## config.mk

```make
export PLATFORM = sky130hd
export DESIGN_NAME = linebuf_color_scan
export DESIGN_NICKNAME = d
export VERILOG_FILES = /design/src/rtl/linebuf_scan_pkg.sv /design/src/rtl/linebuf_scan_ctr.sv /design/src/rtl/linebuf_color_dec.sv /design/src/rtl/linebuf_out_stage.sv /design/src/rtl/linebuf_color_scan.sv
export SDC_FILE = /design/constraint.sdc
export NUM_CORES = 1
export LEC_CHECK = 0
export BUFFER_PORTS_ARGS = -buffer_cell sky130_fd_sc_hd__buf_2
export CORE_UTILIZATION = 25
export DETAILED_ROUTE_END_ITERATION = 6
export PLACE_DENSITY = 0.45
export SLEW_MARGIN = 10
export SYNTH_ARGS = -nofsm -noshare
export SYNTH_HDL_FRONTEND = slang
export SYNTH_HIERARCHICAL = 1
export SYNTH_SLANG_ARGS = --single-unit
```

## constraint.sdc

```tcl
create_clock -name clk -period 1.5 [get_ports clk]
set_input_delay 0.075 -clock clk [delete_from_list [all_inputs] [get_ports clk]]
set_output_delay 0.075 -clock clk [all_outputs]
set_load 0.1 [all_outputs]
```

## src/rtl/linebuf_scan_pkg.sv

```systemverilog
package linebuf_scan_pkg;

  localparam int ENT_W = 5;

  typedef logic [ENT_W-1:0] ent_t;

  typedef enum logic [1:0] {
    RM_DIRECT   = 2'b00,
    RM_RESERVED = 2'b01,
    RM_PAIR     = 2'b10,
    RM_QUAD     = 2'b11
  } rd_mode_e;

endpackage

```

## src/rtl/linebuf_scan_ctr.sv

```systemverilog
module linebuf_scan_ctr
  import linebuf_scan_pkg::*;
#(
  parameter int LINE_LEN = 320,
  localparam int IDX_W = $clog2(LINE_LEN)
) (
  input  logic             clk,
  input  logic             rst_n,
  input  logic             start_i,
  input  rd_mode_e         mode_i,
  input  logic             advance_i,
  output logic             active_o,
  output logic [IDX_W-1:0] idx_o,
  output logic             last_idx_o,
  output rd_mode_e         mode_o
);

  localparam logic [IDX_W-1:0] LAST_IDX = IDX_W'(LINE_LEN - 1);

  logic             active_q;
  logic [IDX_W-1:0] idx_q;
  rd_mode_e         mode_q;

  // Mode is latched only when idle; a running line ignores new starts.
  always_ff @(posedge clk) begin
    if (!rst_n) begin
      active_q <= 1'b0;
      idx_q    <= '0;
      mode_q   <= RM_DIRECT;
    end else if (!active_q) begin
      if (start_i) begin
        active_q <= 1'b1;
        idx_q    <= '0;
        mode_q   <= mode_i;
      end
    end else if (advance_i) begin
      if (idx_q == LAST_IDX) begin
        active_q <= 1'b0;
        idx_q    <= '0;
      end else begin
        idx_q <= idx_q + 1'b1;
      end
    end
  end

  assign active_o   = active_q;
  assign idx_o      = idx_q;
  assign last_idx_o = (idx_q == LAST_IDX);
  assign mode_o     = mode_q;


  start_at_zero_chk: assert property (@(posedge clk) disable iff (!rst_n)
    $rose(active_q) |-> (idx_q == '0));


  step_by_one_chk: assert property (@(posedge clk) disable iff (!rst_n)
    active_q && advance_i && !last_idx_o |=> active_q && (idx_q == $past(idx_q) + 1'b1));


  line_end_chk: assert property (@(posedge clk) disable iff (!rst_n)
    active_q && advance_i && last_idx_o |=> !active_q);


  mode_hold_chk: assert property (@(posedge clk) disable iff (!rst_n)
    active_q && !(advance_i && last_idx_o) |=> active_q && $stable(mode_q));


  idx_hold_chk: assert property (@(posedge clk) disable iff (!rst_n)
    active_q && !advance_i |=> $stable(idx_q));

endmodule

```

## src/rtl/linebuf_color_dec.sv

```systemverilog
module linebuf_color_dec
  import linebuf_scan_pkg::*;
(
  input  ent_t     ent_i,
  input  rd_mode_e mode_i,
  input  logic     odd_i,
  output ent_t     color_o
);

  always_comb begin
    unique case (mode_i)
      RM_PAIR: begin
        color_o = odd_i ? {ent_i[4], 2'b00, ent_i[0], ent_i[2]}
                        : {ent_i[4], 2'b00, ent_i[1], ent_i[3]};
      end
      RM_QUAD: begin
        color_o = {ent_i[4], ent_i[3], ent_i[2], (odd_i ? ent_i[0] : ent_i[1]), 1'b0};
      end
      default: begin
        color_o = ent_i;
      end
    endcase
  end

endmodule

```

## src/rtl/linebuf_out_stage.sv

```systemverilog
module linebuf_out_stage #(
  parameter int W = 5
) (
  input  logic         clk,
  input  logic         rst_n,
  input  logic         load_i,
  input  logic [W-1:0] data_i,
  input  logic         last_i,
  input  logic         ready_i,
  output logic         accept_o,
  output logic         valid_o,
  output logic [W-1:0] data_o,
  output logic         last_o
);

  logic         valid_q;
  logic [W-1:0] data_q;
  logic         last_q;

  always_ff @(posedge clk) begin
    if (!rst_n) begin
      valid_q <= 1'b0;
      data_q  <= '0;
      last_q  <= 1'b0;
    end else if (load_i) begin
      valid_q <= 1'b1;
      data_q  <= data_i;
      last_q  <= last_i;
    end else if (ready_i) begin
      valid_q <= 1'b0;
      last_q  <= 1'b0;
    end
  end

  assign accept_o = !valid_q || ready_i;
  assign valid_o  = valid_q;
  assign data_o   = data_q;
  assign last_o   = last_q;


  hold_on_stall_chk: assert property (@(posedge clk) disable iff (!rst_n)
    valid_q && !ready_i |=> valid_q && $stable(data_q) && $stable(last_q));


  no_overwrite_chk: assert property (@(posedge clk) disable iff (!rst_n)
    load_i |-> accept_o);


  last_with_valid_chk: assert property (@(posedge clk) disable iff (!rst_n)
    last_q |-> valid_q);

endmodule

```

## src/rtl/linebuf_color_scan.sv

```systemverilog
module linebuf_color_scan
  import linebuf_scan_pkg::*;
#(
  parameter int LINE_LEN = 320,
  localparam int IDX_W = $clog2(LINE_LEN)
) (
  input  logic             clk,
  input  logic             rst_n,
  input  logic             line_start,
  input  logic [1:0]       read_mode,
  output logic             buf_rd_en,
  output logic [IDX_W-1:0] buf_rd_addr,
  input  logic [ENT_W-1:0] buf_rd_data,
  output logic             px_valid,
  input  logic             px_ready,
  output logic [ENT_W-1:0] px_color,
  output logic             px_last
);

  logic             active;
  logic [IDX_W-1:0] idx;
  logic             last_idx;
  rd_mode_e         mode_q;
  logic             accept;
  logic             advance;
  ent_t             color;

  assign advance     = active && accept;
  assign buf_rd_en   = advance;
  assign buf_rd_addr = idx;

  linebuf_scan_ctr #(.LINE_LEN(LINE_LEN)) u_ctr (
    .clk       (clk),
    .rst_n     (rst_n),
    .start_i   (line_start),
    .mode_i    (rd_mode_e'(read_mode)),
    .advance_i (advance),
    .active_o  (active),
    .idx_o     (idx),
    .last_idx_o(last_idx),
    .mode_o    (mode_q)
  );

  linebuf_color_dec u_dec (
    .ent_i  (buf_rd_data),
    .mode_i (mode_q),
    .odd_i  (idx[0]),
    .color_o(color)
  );

  linebuf_out_stage #(.W(ENT_W)) u_out (
    .clk     (clk),
    .rst_n   (rst_n),
    .load_i  (advance),
    .data_i  (color),
    .last_i  (last_idx),
    .ready_i (px_ready),
    .accept_o(accept),
    .valid_o (px_valid),
    .data_o  (px_color),
    .last_o  (px_last)
  );

  // Count accepted beats per line, for the end-flag check only.
  logic [IDX_W-1:0] beat_cnt;
  always_ff @(posedge clk) begin
    if (!rst_n) begin
      beat_cnt <= '0;
    end else if (px_valid && px_ready) begin
      beat_cnt <= px_last ? '0 : beat_cnt + 1'b1;
    end
  end


  last_on_final_beat_chk: assert property (@(posedge clk) disable iff (!rst_n)
    px_valid && px_ready && px_last |-> (beat_cnt == IDX_W'(LINE_LEN - 1)));


  direct_pass_chk: assert property (@(posedge clk) disable iff (!rst_n)
    buf_rd_en && (mode_q == RM_DIRECT) |=> (px_color == $past(buf_rd_data)));


  reserved_pass_chk: assert property (@(posedge clk) disable iff (!rst_n)
    buf_rd_en && (mode_q == RM_RESERVED) |=> (px_color == $past(buf_rd_data)));


  pair_zero_bits_chk: assert property (@(posedge clk) disable iff (!rst_n)
    buf_rd_en && (mode_q == RM_PAIR) |=> (px_color[3:2] == 2'b00) && (px_color[4] == $past(buf_rd_data[4])));


  quad_zero_bit_chk: assert property (@(posedge clk) disable iff (!rst_n)
    buf_rd_en && (mode_q == RM_QUAD) |=> (px_color[0] == 1'b0) && (px_color[4:2] == $past(buf_rd_data[4:2])));


  idle_no_read_chk: assert property (@(posedge clk) disable iff (!rst_n)
    !active |-> !buf_rd_en);

endmodule

```

After elaboration in Yosys (flattened, before gate mapping)
Index checks and enable logic that the tools add are counted.
{"block": "op_classes", "addsub": 1, "eq_ne": 4, "muxes": 14, "bitwise": 1, "reduce_logical": 7}
{"cell": "9-bit 2-to-1 mux", "n": 4}
{"cell": "9-bit by 1-bit adder with 9-bit output (second input constant)", "n": 1}
{"cell": "9-bit equality test (second input constant)", "n": 1}
{"cell": "1-bit 2-to-1 mux", "n": 8}
{"cell": "4-bit one-hot mux with 2 select lines", "n": 1}
{"cell": "2-bit equality test (second input constant)", "n": 2}
{"cell": "2-bit AND reduction", "n": 2}
{"cell": "2-bit nonzero test", "n": 2}
{"cell": "2-bit 2-to-1 mux", "n": 1}
{"cell": "2-bit inequality test (second input constant)", "n": 1}
{"cell": "1-bit logical AND", "n": 1}
{"cell": "1-bit zero test", "n": 1}
{"cell": "1-bit logical OR", "n": 1}
{"cell": "1-bit inverter", "n": 1}
{"block": "word_totals", "ff_bits": 19, "input_bits": 11, "output_inout_bits": 17}

Longest topological paths before layout
{"block": "logic_depth", "word_depth": 5, "ltp_mapped": 7}

Cells and area by module
The synthesis kept the hierarchy.
{"mod": "linebuf_scan_ctr", "instances": 1, "cells_per_inst": 74, "area_per_inst_um2": 675.6}
{"mod": "linebuf_out_stage", "instances": 1, "cells_per_inst": 23, "area_per_inst_um2": 269.0}
{"mod": "linebuf_color_dec", "instances": 1, "cells_per_inst": 9, "area_per_inst_um2": 65.1}
{"mod": "linebuf_color_scan", "instances": 1, "cells_per_inst": 1, "area_per_inst_um2": 6.3}

Least setup slack after synthesis
No wires, ideal clock.
{"block": "synth_path", "path_type": "register to register", "startpoint": "reg u_out.valid_q (netlist: u_out/valid_o)", "endpoint": "reg u_ctr.idx_q[6] (netlist: u_ctr/idx_o[6])", "arrival_time_ns": 2.429, "t_required_ns": 1.335, "path_slack_ns": -1.094, "path_stages_with_launch": 8, "n_path_buf": 1, "synth_period_minus_slack_ns": 2.594, "cell_sequence": "dfxtp_1 nand2b_1 and2_1 buf_6 mux2i_1 and2_1 o21ai_1 o41ai_2"}
{"block": "synth_via", "elab_chain_cells": 5}
{"item": "start, declared", "line_no": "linebuf_out_stage.sv:16", "text": "logic valid_q;"}
{"item": "start signal, assigned", "line_no": "linebuf_out_stage.sv:22", "text": "valid_q <= 1'b0;"}
{"item": "start signal, assigned", "line_no": "linebuf_out_stage.sv:26", "text": "valid_q <= 1'b1;"}
{"item": "start signal, assigned", "line_no": "linebuf_out_stage.sv:30", "text": "valid_q <= 1'b0;"}
{"item": "1-bit zero test", "line_no": "linebuf_out_stage.sv:35", "text": "assign accept_o = !valid_q || ready_i;"}
{"item": "1-bit logical OR", "line_no": "linebuf_out_stage.sv:35"}
{"item": "named net accept", "line_no": "linebuf_color_scan.sv:24", "text": "logic accept;"}
{"item": "1-bit logical AND", "line_no": "linebuf_color_scan.sv:28", "text": "assign advance = active && accept;"}
{"item": "named net buf_rd_en", "line_no": "linebuf_color_scan.sv:11", "text": "output logic buf_rd_en,"}
{"item": "2-bit inequality test (no line)"}
{"item": "2-bit AND reduction (no line)"}
{"item": "end signal, assigned", "line_no": "linebuf_scan_ctr.sv:41", "text": "idx_q <= idx_q + 1'b1;"}
{"item": "end, declared", "line_no": "linebuf_scan_ctr.sv:21", "text": "logic [IDX_W-1:0] idx_q;"}
The timed path passes the listed nets, and every way through them passes these cells.
A chain may end at the register's enable or synchronous reset.

Worst setup path after layout
{"block": "layout_path", "startpoint": "reg u_ctr.active_q (netlist: u_ctr/active_o)", "endpoint": "out buf_rd_en"}
{"block": "layout_via", "elab_chain_cells": 1}
{"item": "start, declared", "line_no": "linebuf_scan_ctr.sv:20", "text": "logic active_q;"}
{"item": "start signal, assigned", "line_no": "linebuf_scan_ctr.sv:27", "text": "active_q <= 1'b0;"}
{"item": "start signal, assigned", "line_no": "linebuf_scan_ctr.sv:32", "text": "active_q <= 1'b1;"}
{"item": "start signal, assigned", "line_no": "linebuf_scan_ctr.sv:38", "text": "active_q <= 1'b0;"}
{"item": "1-bit logical AND", "line_no": "linebuf_color_scan.sv:28"}
{"item": "end, declared", "line_no": "linebuf_color_scan.sv:11"}
Every way passes these cells.

==> impl_summary.txt <==
----------------------------------------------------
[Run status]
  Run status ... complete, no violations

[Clock network]
  TritonCTS clock tree ... yes
  Post-CTS Hold Fix Bufs ... 0
  Clk sink count ... 19
  CTS clk-pin slew, worst paths ... 0.07 ns
  Maximum buffer depth of the clock tree ... 2
  Worst skew pair latency ... 0.25 ns
  Number of H-tree branching levels ... 1
  CTS root buf ... clkbuf_8
  Number of buffers added by the clock tree synthesis step ... 3

[STA]
  Final setup skew ... 0.001710 ns
  Setup violators final ... 0
  Max Clk Rate ... 727.0 MHz
  Number of pins with negative max-slew slack in the final report ... 0
  Relative slew slack ... 0.6762
  Sum of negative setup slack ... 0 ns
  Final worst-path cycle share ... 0.9170
  Hold Violations, Final ... 0
  Pin slew with the least headroom to its limit ... 0.4890 ns
  RSZ-0062 raised after global routing ... false
  Period minus WS final ... 1.376 ns

[Critical path]
  Family with the most delay on the worst path ... buffers and inverters
  Worst Setup Start Kind ... register
  Crit-path cells ... and2_4 -> buf_4 -> buf_12
  Slowest stage cell on the critical path ... dfxtp_1
  Setup crit end kind ... primary output
  Start-to-end type of the worst setup path ... register to primary output
  Data arrival time of the critical path ... 1.30 ns
  Data required time of the critical path ... 1.42 ns
  Critical Path Max Stage Delay ... 0.40 ns
  Biggest fanout along the worst timing path ... 10
  Bufs and invs on worst path ... 2

[Layout]
  Layout cells sized above 1 ... 0.4191
  Filler cell count ... 395
  Share of the core filled with cells ... 0.3397
  Area added between synthesis and finish ... 26.11%
  Antenna Diode Count ... 0
  Final net count ... 149

[Logic synthesis]
  Share of Yosys cell area claimed by the top area cell type ... 0.3744
  Count of flip-flops with a built-in enable after synthesis ... 0
  Primary flip-flop cell chosen by synthesis mapping ... dfxtp_1
  Leading post-synthesis cells by instance count ... dfxtp_1 (19), mux2i_1 (9), nor2b_1 (9)
  Main combinational cell family by area after synthesis ... simple AND/OR/NAND/NOR gates
  Fraction of synthesis flops using an asynchronous set or reset pin ... 0
  Post-Synth Simple-Gate Area ... 0.2426
  Arithmetic-cell share of the synthesized area counting full adders, half adders and majority gates ... 0.01232
  Dominant cell type by area after synthesis ... dfxtp_1
  Post-synthesis cell type count ... 38
  Sequential area share after synthesis ... 0.3744
  Number of flip-flops and latches in the synthesized netlist ... 19
  Area share of xor/xnor cells in the synthesized design ... 0.008621
  Mapped Nets ... 119
  Cells after Synth ... 107
  Post-synthesis compound-gate area fraction ... 0.1872
  Dominant cell by count in the synthesized netlist ... dfxtp_1
  Combined area of all synthesized cells ... 1016 µm²
  Synth warn ... 6
  Portion of netlist area occupied by mux cells ... 0.1034
  Mean instance size in the synthesized netlist ... 9.495 µm²
  Top post-synthesis cells by area ... dfxtp_1 (37%), mux2i_1 (8.9%), nor2b_1 (5.5%), buf_6 (4.4%), a31oi_1 (3.1%)

[Placement]
  Post-DP HPWL ... 1626 µm
  Gp weighted congestion ... 0.7086
  Buffers on Ports ... 27

[Power and ir drop]
  Power density normalized to cell area ... 880.6 nW/µm²
  Worst VDD drop ... 0.0004676 V
  Net switching component of the power ... 0.3463 mW
  Cell-internal power ... 0.7820 mW
  Standby leakage power ... 0.5324 nW
  Part of the total power dissipated in combinational logic ... 0.214
  Proportion of power drawn by flip-flops and latches ... 0.468
  Switching fraction of total power ... 0.3069
  Clock network fraction of design power ... 0.317

[Drt]
  Via density per instance ... 4.739
  Detailed-routed wire length on met3 ... 136 µm
  Violation count after the first detailed-routing iteration ... 40
  Wire length after detailed routing ... 2204 µm
  Top metal layer carrying routed signals ... met4
  Detail-routed net length per standard cell ... 11.98 µm
  Number of vias after detailed routing ... 872
  Drt pass-1 iters ... 4
  DRC ... 0
  Remaining number of nets flagged by the antenna check after routing ... 0
  Met2 WL ... 1079 µm
  Sum of routed wire segments on met1 ... 974 µm

[Job]
  Max-cap check violation count ... 0

[Global route]
  Pin count of the biggest net entering global routing ... 19
  Initial antenna violation count ... 0
  Global-route wire length before repair ... 3726 µm
  Total track usage ... 0.1135
  Global-route congestion overflow total ... 0
  Vias in the first global route ... 854

[Die]
  Floorplan die height ... 65.75 µm
  Die Footprint ... 4323 µm²
  FP Rows ... 22
  CORE AREA ... 3771 µm²
  Die span in x ... 65.75 µm
  Effective utilization at floorplan ... 0.2694
  I/O pins ... 28

[Hold path]
  Type of the worst min-delay path ... input port to register

----------------------------------------------------
-- through the flow --
stage / hold WS (ns) / area (µm²) / power [mW] / cells / worst slack (ns)
2_1_floorplan: 0.2032 / 1049 / 0.7353 / 107 / -0.1524
3_3_place_gp: 0.3355 / 1231 / 0.7818 / 180 / 0.1084
3_5_place_dp: 0.3482 / 1231 / 0.7844 / 180 / 0.09100
4_1_cts: 0.07671 / 1276 / 1.157 / 184 / 0.05584
5_1_grt: 0.07246 / 1281 / 1.196 / 184 / 0.04929
6_report: 0.08188 / 1281 / 1.128 / 184 / 0.1245
-- placed cells by master, fill, tap and decap left out, types with 2 or more instances in the layout --
| cell type | Yosys | final |
|---|---|---|
| dfxtp_4 | 0 | 3 |
| mux2i_1 | 9 | 8 |
| o22ai_1 | 2 | 2 |
| o21ai_0 | 2 | 2 |
| and2_4 | 0 | 2 |
| a21oi_1 | 5 | 5 |
| nor2b_1 | 9 | 9 |
| nand4_1 | 3 | 3 |
| a31oi_1 | 5 | 5 |
| o21ai_1 | 5 | 4 |
| buf_2 | 0 | 26 |
| buf_4 | 1 | 4 |
| dfxtp_2 | 0 | 7 |
| dfxtp_1 | 19 | 9 |
| inv_1 | 3 | 3 |
| nor2_1 | 4 | 4 |
| and2_1 | 4 | 2 |
| nand2b_1 | 3 | 3 |
| clkbuf_8 | 0 | 3 |
| nand2_1 | 7 | 7 |
-- worst reg2reg max path, stage by stage, from the launching register on --
cell and delay, ns:
dfxtp_1 0.40, and2_4 0.23, nand3_4 0.12, a31oi_4 0.22, o21ai_1 0.10, a31oi_1 0.18
-- flip-flops by register name, indices dropped and copies added, names as in the netlist --
name / count
u_ctr/idx_o: 9
u_out/data_o: 5
u_ctr/mode_o: 2
u_ctr/active_o: 1
u_out/last_o: 1
u_out/valid_o: 1
-- power by group through the flow --
| stage | clock [mW] | sequential, mW | combinational (mW) |
|---|---|---|---|
| detailed placement | 0 | 0.540 | 0.244 |
| CTS | 0.384 | 0.528 | 0.245 |
| global route | 0.408 | 0.531 | 0.257 |
| floorplan | 0 | 0.625 | 0.110 |
| finish | 0.358 | 0.528 | 0.242 |
| global placement | 0 | 0.539 | 0.242 |
-- path summary, 6_finish.rpt --
| check | startpoint | end | slack [ns] | cells after the start |
|---|---|---|---|---|
| worst max-delay path | u_ctr/active_o$_SDFF_PN0_ | buf_rd_en | 0.12 | 3 |
| worst min-delay path | buf_rd_data[4] | u_out/data_o[4]$_SDFFE_PN0P_ | 0.08 | 3 |
| worst max register to register | u_ctr/active_o$_SDFF_PN0_ | u_ctr/idx_o[5]$_SDFFE_PN0P_ | 0.17 | 5 |
| worst min register to register | u_ctr/idx_o[2]$_SDFFE_PN0P_ | u_ctr/idx_o[2]$_SDFFE_PN0P_ | 0.47 | 1 |
-- cell families after synthesis --
family,Yosys count
DFF,19
adders and majority gates,1
buffers and inverters,10
muxes,10
and+or+nand+nor,39
xor gates and xnor gates,1
AOI/OAI and AO/OA,27
-- repair_timing --
action | 4_1_cts | 5_1_grt
buffers inserted | 0 | 0
endpoints found under the setup margin | 0 | 3
gates resized for setup | 0 | 2
-- area by class of cell --
| cell class | instances | area, µm² | share of cell area |
|---|---|---|---|
| clock buffers | 4 | 45.04 | 0.03516 |
| inverters | 4 | 15.01 | 0.01172 |
| multi-input cells | 78 | 580.6 | 0.4531 |
| flip-flops and latches | 19 | 400.4 | 0.3125 |
| well taps | 48 | 60.06 | 0.04687 |
| repair buffers | 31 | 180.2 | 0.1406 |
-- routing by layer --
layer / vias up / global-route usage
met1: 409 / 0.1358
met5: - / 0
met4: 0 / 0.02446
met2: 24 / 0.1888
li1: 437 / -
met3: 2 / 0.04514
(Power assumes the default switching activity.)
